`config.mk`:
```
export PLATFORM = sky130hd
export DESIGN_NAME = msi_spi_frame
export DESIGN_NICKNAME = d
export VERILOG_FILES = /design/src/rtl/msi_frame_pkg.sv /design/src/rtl/msi_db_decode.sv /design/src/rtl/msi_edge_gen.sv /design/src/rtl/msi_reg_file.sv /design/src/rtl/msi_spi_frame.sv
export SDC_FILE = /design/constraint.sdc
export NUM_CORES = 1
export LEC_CHECK = 0
export BUFFER_PORTS_ARGS = -buffer_cell sky130_fd_sc_hd__clkbuf_2
export CAP_MARGIN = 5
export CORE_ASPECT_RATIO = 0.5
export CORE_MARGIN = 10
export CORE_UTILIZATION = 58
export DETAILED_ROUTE_END_ITERATION = 10
export PLACE_DENSITY = 0.85
export SLEW_MARGIN = 15
export SYNTH_ARGS = -nofsm -noshare
export SYNTH_HDL_FRONTEND = slang
export SYNTH_HIERARCHICAL = 1
export SYNTH_SLANG_ARGS = --single-unit
```
`constraint.sdc`:
```
create_clock -name clk -period 1.37 [get_ports clk]
set_input_delay 0 -clock clk [delete_from_list [all_inputs] [get_ports clk]]
set_output_delay 0 -clock clk [all_outputs]
set_load 0.02 [all_outputs]
```
`src/rtl/msi_frame_pkg.sv`:
```
package msi_frame_pkg;

  // Decoding variant selected at elaboration
  typedef enum logic [1:0] {
    DEC_ABSOLUTE  = 2'd0,
    DEC_BASE_REL  = 2'd1,
    DEC_FIXED32   = 2'd2,
    DEC_ADDR_ONLY = 2'd3
  } dec_mode_e;

  localparam int ADDR_W   = 13;
  localparam int DATA_W   = 32;
  localparam int SPI_LOW  = 32;
  localparam int SPI_HIGH = 1019;

  localparam logic [ADDR_W-1:0] OFF_TYPE     = 13'h008;
  localparam logic [ADDR_W-1:0] OFF_STATUS   = 13'h00C;
  localparam logic [ADDR_W-1:0] OFF_DOORBELL = 13'h040;
  localparam logic [ADDR_W-1:0] OFF_IDENT    = 13'hFCC;

endpackage

```
`src/rtl/msi_db_decode.sv`:
```
module msi_db_decode
  import msi_frame_pkg::*;
#(
  parameter dec_mode_e MODE     = DEC_ABSOLUTE,
  parameter int        BASE_SPI = 96,
  parameter int        NUM_SPI  = 64,
  parameter int        IDX_W    = 6
) (
  input  logic              wr_en,
  input  logic [ADDR_W-1:0] addr,
  input  logic [DATA_W-1:0] wdata,
  output logic              db_hit,
  output logic              db_miss,
  output logic [IDX_W-1:0]  db_idx
);

  localparam logic [DATA_W:0] WIN_LO = (DATA_W+1)'(BASE_SPI);
  localparam logic [DATA_W:0] WIN_HI = (DATA_W+1)'(BASE_SPI + NUM_SPI - 1);

  logic [DATA_W:0] num_abs;
  logic [DATA_W:0] num_rel;
  logic [DATA_W:0] num_f32;
  logic [DATA_W:0] num_adr;
  logic [DATA_W:0] spi_num;
  logic            is_db;
  logic            in_win;

  // One extra bit keeps data + offset from wrapping into the window
  always_comb begin
    num_abs = {1'b0, wdata};
    num_rel = {1'b0, wdata} + WIN_LO;
    num_f32 = {1'b0, wdata} + (DATA_W+1)'(SPI_LOW);
    num_adr = (DATA_W+1)'(addr[ADDR_W-1:3]) + (DATA_W+1)'(SPI_LOW);
  end

  always_comb begin
    spi_num = num_abs;
    is_db   = wr_en && (addr == OFF_DOORBELL);
    case (MODE)
      DEC_ABSOLUTE:  spi_num = num_abs;
      DEC_BASE_REL:  spi_num = num_rel;
      DEC_FIXED32:   spi_num = num_f32;
      DEC_ADDR_ONLY: begin
        spi_num = num_adr;
        is_db   = wr_en && (addr[2:0] == 3'd0);
      end
      default:       spi_num = num_abs;
    endcase
  end

  always_comb begin
    in_win  = (spi_num >= WIN_LO) && (spi_num <= WIN_HI);
    db_hit  = is_db && in_win;
    db_miss = is_db && !in_win;
    db_idx  = IDX_W'(spi_num - WIN_LO);
  end

endmodule

```
`src/rtl/msi_edge_gen.sv`:
```
module msi_edge_gen #(
  parameter int NUM_SPI = 64,
  parameter int IDX_W   = 6
) (
  input  logic               clk,
  input  logic               rst_n,
  input  logic               fire,
  input  logic [IDX_W-1:0]   idx,
  output logic [NUM_SPI-1:0] pulse
);

  logic [NUM_SPI-1:0] hit_vec;
  logic [NUM_SPI-1:0] req_vec;
  logic [NUM_SPI-1:0] pulse_q;
  logic [NUM_SPI-1:0] pulse_nxt;
  logic [NUM_SPI-1:0] pend_q;
  logic [NUM_SPI-1:0] pend_nxt;

  for (genvar i = 0; i < NUM_SPI; i++) begin : g_line
    assign hit_vec[i] = fire && (idx == IDX_W'(i));
  end

  // A request on a line already high is held one cycle so it gets its own edge
  always_comb begin
    req_vec   = hit_vec | pend_q;
    pulse_nxt = req_vec & ~pulse_q;
    pend_nxt  = req_vec & pulse_q;
  end

  always_ff @(posedge clk or negedge rst_n) begin
    if (!rst_n) begin
      pulse_q <= '0;
      pend_q  <= '0;
    end else begin
      pulse_q <= pulse_nxt;
      pend_q  <= pend_nxt;
    end
  end

  assign pulse = pulse_q;

  AST_PULSE_ONE_CYCLE: assert property (@(posedge clk) disable iff (!rst_n)
    (pulse_q & $past(pulse_q)) == '0);

  AST_HIT_ONEHOT: assert property (@(posedge clk) disable iff (!rst_n)
    $onehot0(hit_vec));

  AST_PEND_DRAINS: assert property (@(posedge clk) disable iff (!rst_n)
    ($past(pend_q) & ~pulse_q) == '0);

endmodule

```
`src/rtl/msi_reg_file.sv`:
```
module msi_reg_file
  import msi_frame_pkg::*;
#(
  parameter int          BASE_SPI = 96,
  parameter int          NUM_SPI  = 64,
  parameter logic [31:0] ID_VALUE = 32'h0001_5A3B
) (
  input  logic              clk,
  input  logic              rst_n,
  input  logic              wr_en,
  input  logic              rd_en,
  input  logic [ADDR_W-1:0] addr,
  input  logic              db_miss,
  output logic [DATA_W-1:0] rdata,
  output logic              ready,
  output logic              err_resp
);

  localparam logic [DATA_W-1:0] TYPE_WORD =
    {6'd0, 10'(BASE_SPI), 6'd0, 10'(NUM_SPI)};

  logic              rd_take;
  logic [DATA_W-1:0] rdata_nxt;
  logic [DATA_W-1:0] rdata_q;
  logic              ready_nxt;
  logic              ready_q;
  logic              err_nxt;
  logic              err_q;
  logic              sticky_nxt;
  logic              sticky_q;

  always_comb begin
    rd_take   = rd_en && !wr_en;
    ready_nxt = wr_en || rd_en;
    err_nxt   = db_miss;
    rdata_nxt = '0;
    if (rd_take) begin
      case (addr)
        OFF_TYPE:   rdata_nxt = TYPE_WORD;
        OFF_STATUS: rdata_nxt = {31'd0, sticky_q};
        OFF_IDENT:  rdata_nxt = ID_VALUE;
        default:    rdata_nxt = '0;
      endcase
    end
    sticky_nxt = sticky_q;
    if (db_miss) begin
      sticky_nxt = 1'b1;
    end else if (rd_take && (addr == OFF_STATUS)) begin
      sticky_nxt = 1'b0;
    end
  end

  always_ff @(posedge clk or negedge rst_n) begin
    if (!rst_n) begin
      rdata_q  <= '0;
      ready_q  <= 1'b0;
      err_q    <= 1'b0;
      sticky_q <= 1'b0;
    end else begin
      rdata_q  <= rdata_nxt;
      ready_q  <= ready_nxt;
      err_q    <= err_nxt;
      sticky_q <= sticky_nxt;
    end
  end

  assign rdata    = rdata_q;
  assign ready    = ready_q;
  assign err_resp = err_q;

  AST_READY_AFTER_STROBE: assert property (@(posedge clk) disable iff (!rst_n)
    (wr_en || rd_en) |=> ready_q);

  AST_IDLE_NO_READY: assert property (@(posedge clk) disable iff (!rst_n)
    !(wr_en || rd_en) |=> !ready_q);

  AST_WR_NO_RDATA: assert property (@(posedge clk) disable iff (!rst_n)
    wr_en |=> (rdata_q == '0));

  AST_ERR_NEEDS_WRITE: assert property (@(posedge clk) disable iff (!rst_n)
    db_miss |=> (err_q && ready_q));

  AST_STICKY_SET: assert property (@(posedge clk) disable iff (!rst_n)
    db_miss |=> sticky_q);

  AST_TYPE_RSVD: assert property (@(posedge clk) disable iff (!rst_n)
    (rd_take && addr == OFF_TYPE) |=> (rdata_q[31:26] == '0 && rdata_q[15:10] == '0));

endmodule

```
`src/rtl/msi_spi_frame.sv`:
```
module msi_spi_frame
  import msi_frame_pkg::*;
#(
  parameter dec_mode_e   MODE     = DEC_ABSOLUTE,
  parameter int          BASE_SPI = 96,
  parameter int          NUM_SPI  = 64,
  parameter logic [31:0] ID_VALUE = 32'h0001_5A3B
) (
  input  logic               clk,
  input  logic               rst_n,
  input  logic               bus_wr,
  input  logic               bus_rd,
  input  logic [12:0]        bus_addr,
  input  logic [31:0]        bus_wdata,
  output logic [31:0]        bus_rdata,
  output logic               bus_ready,
  output logic               bus_err,
  output logic [NUM_SPI-1:0] spi_pulse
);

  localparam int IDX_W = (NUM_SPI > 1) ? $clog2(NUM_SPI) : 1;

  if (BASE_SPI < SPI_LOW || NUM_SPI < 1 || BASE_SPI + NUM_SPI > SPI_HIGH) begin : g_bad_window
    $error("msi_spi_frame: SPI window out of legal limits");
  end

  logic             db_hit;
  logic             db_miss;
  logic [IDX_W-1:0] db_idx;

  msi_db_decode #(
    .MODE     (MODE),
    .BASE_SPI (BASE_SPI),
    .NUM_SPI  (NUM_SPI),
    .IDX_W    (IDX_W)
  ) u_decode (
    .wr_en   (bus_wr),
    .addr    (bus_addr),
    .wdata   (bus_wdata),
    .db_hit  (db_hit),
    .db_miss (db_miss),
    .db_idx  (db_idx)
  );

  msi_edge_gen #(
    .NUM_SPI (NUM_SPI),
    .IDX_W   (IDX_W)
  ) u_edges (
    .clk   (clk),
    .rst_n (rst_n),
    .fire  (db_hit),
    .idx   (db_idx),
    .pulse (spi_pulse)
  );

  msi_reg_file #(
    .BASE_SPI (BASE_SPI),
    .NUM_SPI  (NUM_SPI),
    .ID_VALUE (ID_VALUE)
  ) u_regs (
    .clk      (clk),
    .rst_n    (rst_n),
    .wr_en    (bus_wr),
    .rd_en    (bus_rd),
    .addr     (bus_addr),
    .db_miss  (db_miss),
    .rdata    (bus_rdata),
    .ready    (bus_ready),
    .err_resp (bus_err)
  );

  AST_HIT_MISS_EXCL: assert property (@(posedge clk) disable iff (!rst_n)
    !(db_hit && db_miss));

  AST_IDX_IN_WINDOW: assert property (@(posedge clk) disable iff (!rst_n)
    db_hit |-> (int'(db_idx) < NUM_SPI));

  AST_MISS_NO_ERR_WITHOUT_WR: assert property (@(posedge clk) disable iff (!rst_n)
    !bus_wr |=> !bus_err);

endmodule

```
; Yosys cells after proc, flatten, opt, wreduce, memory -nomap -nowiden
; Index checks and enable logic that the tools add are counted.
[totals]
register_bits = 163
input_bits = 49
output_inout_bits = 98
word_cells = 159
[op_classes]
n_addsub = 1
order_cmp = 2
eq_ne = 67
mux = 4
bitwise_logic = 4
n_reduce_logical = 75
[ops]
columns = operator, count
row1 = == test 6 bit (second input constant), 32
row2 = bitwise AND 64 bit, 2
row3 = == test 6 x 5 -> 1 bit (second input constant), 16
row4 = logical AND 1 bit, 70
row5 = case mux 23 bit (3 select lines), 1
row6 = NOT 64 bit, 1
row7 = OR 64 bit, 1
row8 = == test 6 x 4 -> 1 bit (second input constant), 8
row9 = >= comparator 32 x 7 -> 1 bit (second input constant), 1
row10 = <= comparator 32 x 8 -> 1 bit (second input constant), 1
row11 = == test 13 x 4 -> 1 bit (second input constant), 2
row12 = == test 6 x 3 -> 1 bit (second input constant), 4
row13 = two-way mux 23 bit, 1
row14 = == test 13 x 12 -> 1 bit (second input constant), 1
row15 = == test 13 x 7 -> 1 bit (second input constant), 1
row16 = == test 6 x 2 -> 1 bit (second input constant), 2
row17 = == test 6 x 1 -> 1 bit (second input constant), 1
row18 = zero test 6 bit, 1
row19 = subtractor 6 bit (second input constant), 1
row20 = zero test 1 bit, 2
row21 = two-way mux 1 bit, 2
row22 = nonzero test 2 bit, 1
row23 = logical OR 1 bit, 1

; Logic depth before layout (Yosys ltp)
; Gate-level depths: netlist of run 1.
[depth]
ltp_word = 6
depth_mapped = 8
mapped_depth_nobuf = 5

; Hierarchy
; The synthesis of run 1 kept the hierarchy.
[modules_own_cells]
columns = mod, n_inst, cells_each, area_each_um2, seq_area_each_um2
row1 = msi_edge_gen, 1, 545, 5770.5, 3203.1
row2 = msi_reg_file, 1, 52, 490.5, 150.1
row3 = msi_db_decode, 1, 23, 188.9, 0.0

; Worst setup path before layout of run 1
; Ideal clock, no wire load.
[synth_timing]
path_kind = input port to flip-flop
from = input port bus_wdata[28]
to = register u_edges.pulse_q[10], in the netlist u_edges/pulse[10]
setup_ns = 0.110
arrival_ns = 1.485
required_ns = 1.260
slack_ns = -0.225
path_stages = 8
path_buffers = 3
cell_sequence = nor4_1 nand4_1 nor3_1 clkbuf_1 nand2b_1 buf_2 buf_1 o41ai_1
[synth_between]
elab_chain_cells = 6
word_cells_on_any_way = 7
classes_between = order compare: 2 / bitwise: 2 / reduce/logical: 3
[synth_rtl]
columns = item, line
row1 = "start, declared", msi_spi_frame.sv:14  ; input logic [31:0] bus_wdata,
row2 = >= comparator 32 x 7 -> 1 bit or <= comparator 32 x 8 -> 1 bit (tied branches), msi_db_decode.sv:52  ; in_win = (spi_num >= WIN_LO) && (spi_num <= WIN_HI);
row3 = logical AND 1 bit (*), msi_db_decode.sv:52
row4 = logical AND 1 bit (*), msi_db_decode.sv:53  ; db_hit = is_db && in_win;
row5 = named net db_hit, msi_spi_frame.sv:27  ; logic db_hit;
row6 = logical AND 1 bit (*), msi_edge_gen.sv:20  ; assign hit_vec[i] = fire && (idx == IDX_W'(i));
row7 = OR 64 bit (*), msi_edge_gen.sv:25  ; req_vec = hit_vec | pend_q;
row8 = bitwise AND 64 bit (*), msi_edge_gen.sv:26  ; pulse_nxt = req_vec & ~pulse_q;
row9 = named net u_edges.pulse_nxt[10], msi_edge_gen.sv:15  ; logic [NUM_SPI-1:0] pulse_nxt;
row10 = "end signal, assigned", msi_edge_gen.sv:35  ; pulse_q <= pulse_nxt;
row11 = "end, declared", msi_edge_gen.sv:14  ; logic [NUM_SPI-1:0] pulse_q;
; Mark *: on every way through the listed nets, which the timed path passes. The rest lies on a longest branch.
; A chain may end at the register's enable or synchronous reset.

; Worst setup path in the final report of run 1
[layout_timing]
from = input port bus_addr[7]
to = register u_edges.pulse_q[17], in the netlist u_edges/pulse[17]
[layout_between]
elab_chain_cells = 6
[layout_rtl]
columns = item, line
row1 = "start, declared", msi_spi_frame.sv:13  ; input logic [12:0] bus_addr,
row2 = == test 13 x 7 -> 1 bit, msi_db_decode.sv:38  ; is_db = wr_en && (addr == OFF_DOORBELL);
row3 = logical AND 1 bit, msi_db_decode.sv:38
row4 = logical AND 1 bit, msi_db_decode.sv:53
row5 = named net db_hit, msi_spi_frame.sv:27
row6 = logical AND 1 bit, msi_edge_gen.sv:20
row7 = OR 64 bit, msi_edge_gen.sv:25
row8 = bitwise AND 64 bit, msi_edge_gen.sv:26
row9 = named net u_edges.pulse_nxt[17], msi_edge_gen.sv:15
; The timed path passes the listed nets, and every way through them passes these cells.

==> results.toml, run 1 <==
[sta]
finalWorstSetupSlack_ns = -0.09857
finalCriticalPeriod_ns = 1.469
setup_viol = 6
worst_pin_slew_ns = 0.5625
max_freq_mhz = 680.9
fin_setup_tns_ns = -0.3695
drv_slew = 0
relSlewSlack = 0.6250
hold_ws_ns = -0.01628
hold_viol_final = 2
fin_skew_ns = 0.006956
fin_crit_sh = 1.072
rsz0062_at_grt = "yes"

[clock_network]
tritoncts = "done"
post-cts-setup-buffer-count = 0
htreeDepth = 4
cts_buffer_depth = 2
clkSlewWorstSetupHoldPaths_ns = 0.05
clock_sinks = 134
cts_buffers = 17
clk_latency_ns = 0.42
cts_root_buf = "clkbuf_16"

[final_layout]
fill_cells = 626
antenna_cells = 0
multiInputGateArea_mm2 = 0.002913
layout-drive-gt1-share = 0.3715
area_delta_synth_final_pct = 31.97
ff_latch_area_mm2 = 0.003353
finalNonFillerCells = 923
nets = 818

[synth]
synth_edf_count = 0
syn-instance-count = 620
seq_area_frac_synth = 0.5199
synth.cell_area_mm2 = 0.006450
synth_commonest_cells = "134 x dfrtp_1, 83 x nand2_1, 65 x inv_1, 56 x o41ai_1, 49 x nand2b_1"
ys.flop_type = "dfrtp_1"
yosys.area.top_type = "dfrtp_1"
synth_top_area_share = 0.5199
yosysMostFrequentCell = "dfrtp_1"
ys_ff_latch = 134
avgSynthCellArea_um2 = 10.40
synth_async_sr_flop_share = 1.000
yosysWarnings = 6
synthTopCellsByArea = "dfrtp_1 52%, o41ai_1 7.6%, nand2_1 4.8%"
synth_cell_types = 41

[grt]
grt-ovfl-total = 0
grt_max_degree = 102
antenna_found_initial = 0
grt_pass1_wl_mm = 27.80
grtUsageTotal = 0.2152
grt_pass1_vias = 5287

[critical_path]
arrival_ns = 1.75
critical_path_required_ns = 1.65
end_kind = "register"
critPathSlowestCell = "o41ai_1"
ff2ff_setup_slack_ns = 0.25
reg2reg_from = "u_edges/pulse[18]"
critPathLaunch = "bus_addr[7]"
rr_worst_depth = 2
worstSetupStartpointType = "input port"
critPathMaxFanout = 32
r2r-end = "u_edges/pend_q[18]"
worstSetupPathType = "input port to register"
crit_path_cell_trace = "clkbuf_2 -> nor4b_2 -> nand4_1 -> nor3_2 -> buf_4 -> nand2_1 -> buf_12 -> o41ai_1"
cpPeakStageDelay_ns = 0.42

[floorplan]
die_y_um = 94.57
dieArea_mm2 = 0.01599
core_mm2 = 0.01091
num_rows = 27
design.portCount = 147
die_w_um = 169.1
start_util = 0.5911

[power]
p_total_mw = 8.675
power.density_mw_per_mm2 = 1019
power.leakage_nw = 3.872
peakVddDrop_mv = 0.8814

[status]
status = "complete, but fails checks"
violations = "hold timing, setup timing"

[drt]
dr.pass1.iters = 6
drt_iter0_markers = 394
wl_met2_mm = 9.573
drc_errors = 0
viasPerCell = 6.085
wl_met3_mm = 1.935
wl_per_cell_um = 21.20
m1WireLength_mm = 7.554
vias = 5616
top_layer = "met4"
drt_wl_total_mm = 19.57
drt.antenna.violating_nets = 0

[placed_design]
gp_congestion = 0.8179
dp.cells = 883
numPortBuffers = 127
dp_hpwl_mm = 12.02

[min_path]
whs_endpoint = "u_regs/rdata[21]"
hold_start = "bus_addr[1]"
hold_class = "input port to register"
whs_path_depth = 5

[run]
maxCapViolCount = 0
==> worst max-delay path, delay by kind of cell <==
family / cells / cell delay (ns)
compound gates: 1 / 0.42
buf+inv: 3 / 0.51
simple gates: 4 / 0.80
==> layer usage <==
metal	up-vias	GRT usage
met2	306	0.3549
met3	47	0.08458
met1	2778	0.2547
met5	-	0
li1	2485	-
met4	0	0.07571
==> report_power, final <==
part | internal [mW] | switching (mW) | leakage [nW]
Clock | 2.50 | 1.65 | 0.260
Sequential | 3.96 | 0.000403 | 1.87
Combinational | 0.181 | 0.377 | 1.74
==> flip-flops by register name (all words and copies together), names as in the netlist <==
name	flops
u_regs/err_resp	1
u_edges/pend_q	64
u_regs/sticky_q	1
u_regs/rdata	3
u_regs/ready	1
u_edges/pulse	64
==> how the worst max path moves through the flow <==
| stage | to | slack (ns) | depth (start not counted) |
|---|---|---|---|
| 6_report | u_edges/pulse[17] | -0.1 | 8 |
| 5_1_grt | u_edges/pulse[19] | -0.17 | 8 |
| 4_1_cts | u_regs/sticky_q | 0.02 | 6 |
| 3_5_place_dp | u_edges/pend_q[22] | -0.46 | 8 |
| 3_3_place_gp | u_edges/pend_q[15] | -0.23 | 8 |
| 2_1_floorplan | u_edges/pend_q[0] | -0.05 | 8 |
==> what timing repair did <==
action	4_1_cts	5_1_grt
endpoints found under the setup margin	1	28
hold buffers	11	3
resized for setup	1	15
pin swaps	0	3
cloned	0	2
endpoints found under the hold margin	139	2
==> through the flow <==
stage / util / instance area [µm²] / setup slack (ns)
after detailed placement: 0.7089 / 7735 / -0.4556
after global placement: 0.7089 / 7735 / -0.2348
after CTS: 0.7677 / 8377 / 0.01765
after floorplan: - / 6902 / -0.05437
after global routing: 0.7801 / 8512 / -0.1724
final: 0.7801 / 8512 / -0.09857
==> layout make-up <==
type                            instances  share of cell area
Inverter                               65             0.02896
Multi-Input combinational cell        359              0.3422
Tap cell                              145             0.02131
Timing Repair Buffer                  192              0.1520
Clock inverter                          4            0.002646
Sequential cell                       134              0.3939
Clock buffer                           24             0.05894
==> cells by family after synthesis <==
| logic type | after synthesis | synth area share |
|---|---|---|
| AOI/OAI and AO/OA | 132 | 0.1750 |
| buffers and inverters | 146 | 0.1108 |
| DFF | 134 | 0.5199 |
| other | 1 | 0.0005814 |
| and+or+nand+nor | 207 | 0.1938 |
==> layout by cell type, fill, tap and decap left out, types with 18 or more instances in the layout <==
cell / count
conb_1: 19
buf_4: 45
dfrtp_1: 134
nand4b_1: 21
o41ai_1: 20
inv_1: 64
clkbuf_2: 126
nand4_1: 19
o41ai_2: 43
clkbuf_16: 18
nand2b_1: 48
nand2_1: 83
No activity file was read; power rests on OpenSTA's default activity.
==> inputs of run 2 (changes only) <==
TNS_END_PERCENT = 10   (was default)
clock period = 1.9 ns   (was 1.37 ns; I/O delays follow)
==> results.toml, run 2 (synthesized netlist as in run 1, its figures left out) <==
[drt]
drt_iter0_markers = 526
vias = 5427
viasPerCell = 6.105
dr.pass1.iters = 5
drc_errors = 0
drt_wl_total_mm = 18.32
wl_per_cell_um = 20.60
drt.antenna.violating_nets = 0

[floorplan]
core_mm2 = 0.01091
design.portCount = 147
start_util = 0.5911
num_rows = 27
dieArea_mm2 = 0.01599
die_w_um = 169.1
die_y_um = 94.57

[critical_path]
worstSetupPathType = "input port to register"
cpPeakStageDelay_ns = 0.53
end_kind = "register"
worstSetupStartpointType = "input port"
critPathMaxFanout = 16
critical_path_required_ns = 2.19
critPathSlowestCell = "dlygate4sd3_1"
crit_path_cell_trace = "dlygate4sd3_1 -> buf_2 -> nor4b_4 -> nand4_1 -> nor3_2 -> buf_4 -> nand2b_2 -> clkbuf_16 -> o41ai_2"
arrival_ns = 2.21

[status]
violations = "setup timing"
status = "complete, but fails checks"

[sta]
hold_ws_ns = 0.02710
fin_crit_sh = 1.011
relSlewSlack = 0.5408
worst_pin_slew_ns = 0.6852
finalWorstSetupSlack_ns = -0.02156
setup_viol = 4
rsz0062_at_grt = "yes"
fin_setup_tns_ns = -0.06699
max_freq_mhz = 520.4
fin_skew_ns = 0.005454
drv_slew = 0
finalCriticalPeriod_ns = 1.922
hold_viol_final = 0

[clock_network]
clkSlewWorstSetupHoldPaths_ns = 0.06
clk_latency_ns = 0.41
tritoncts = "done"
cts_buffers = 17
clock_sinks = 134
cts_root_buf = "clkbuf_16"
cts_buffer_depth = 2
htreeDepth = 4

[power]
peakVddDrop_mv = 0.6480
p_total_mw = 6.684
power.density_mw_per_mm2 = 838.4
power.leakage_nw = 3.559

[grt]
grt-ovfl-total = 0
grt_max_degree = 129
grt_pass1_wl_mm = 27.10
grtUsageTotal = 0.2095
grt_pass1_vias = 5023
antenna_found_initial = 0

[final_layout]
area_delta_synth_final_pct = 23.61
nets = 780
finalNonFillerCells = 889
layout-drive-gt1-share = 0.2836
antenna_cells = 0
final_util = 0.7307
design_area_mm2 = 0.007973
layout_commonest_cell = "dfrtp_1"
final_cell_mix = "134 x dfrtp_1, 125 x clkbuf_2, 83 x nand2_1"

[placed_design]
numPortBuffers = 127
dp.cells = 838
pre_cts_ws_ns = 0.1487
dpl_cell_area_mm2 = 0.006997
dp_hpwl_mm = 11.00
gp_congestion = 0.7636

[run]
maxCapViolCount = 0

[min_path]
hold_class = "input port to register"
==> run 2: cell types whose count changed in the layout (fill, tap and decap cells not counted), moves of 7 or more <==
cell | before | now
buf_4 | 45 | 5
dlygate4sd3_1 | 10 | 17
o32ai_1 | 0 | 13
o32ai_2 | 15 | 2
o41ai_1 | 20 | 39
o41ai_2 | 43 | 25
==> run 2: timing repair <==
item / CTS / global route
hold buffers: 17 / 0
hold endpoints to repair: 67 / 0
setup buffers: 0 / 0
gates resized for setup: 0 / 20
setup endpoints to repair: 0 / 86
==> run 2: final cells by class <==
| class | instances | area [µm²] |
|---|---|---|
| inverters | 65 | 245.2 |
| multi-input cells | 358 | 2601 |
| flip-flops and latches | 134 | 3353 |
| fillers | 694 | 2939 |
| well taps | 145 | 181.4 |
| repair buffers | 155 | 965.9 |
| clock buffers | 23 | 478.0 |
| clock inverters | 9 | 147.6 |
==> run 2: where the power goes <==
part           leakage, nW  total (mW)  internal, mW  switching (mW)
combinational         1.38       0.338        0.0933           0.245
clock                0.307        3.49          2.29            1.20
sequential            1.87        2.86          2.86        0.000420
total                 3.56        6.68          5.24            1.44
==> run 2: metal layers <==
metal,wire length (µm),track usage
met1,7385,0.2576
met5,0,0
met3,1784,0.07629
met2,8948,0.3439
met4,197,0.06071
==> run 2: worst max-delay path, delay by kind of cell <==
kind                   cells  cell delay, ns
AOI/OAI and AO/OA          1            0.35
buffers and inverters      4            1.10
and+or+nand+nor            4            0.75
==> run 2: worst paths after layout <==
check / from / cells after the start / slack, ns / end
worst min-delay path: bus_addr[10] / 4 / 0.03 / u_regs/sticky_q
worst max-delay path: bus_addr[9] / 9 / -0.02 / u_edges/pend_q[3]
min in group asynchronous: rst_n / 2 / 0.13 / u_edges/pulse[19]
worst max register to register: u_edges/pulse[35] / 2 / 0.87 / u_edges/pulse[35]
worst min register to register: u_edges/pend_q[9] / 2 / 0.48 / u_edges/pulse[9]
max in group asynchronous: rst_n / 3 / 1.06 / u_edges/pulse[44]
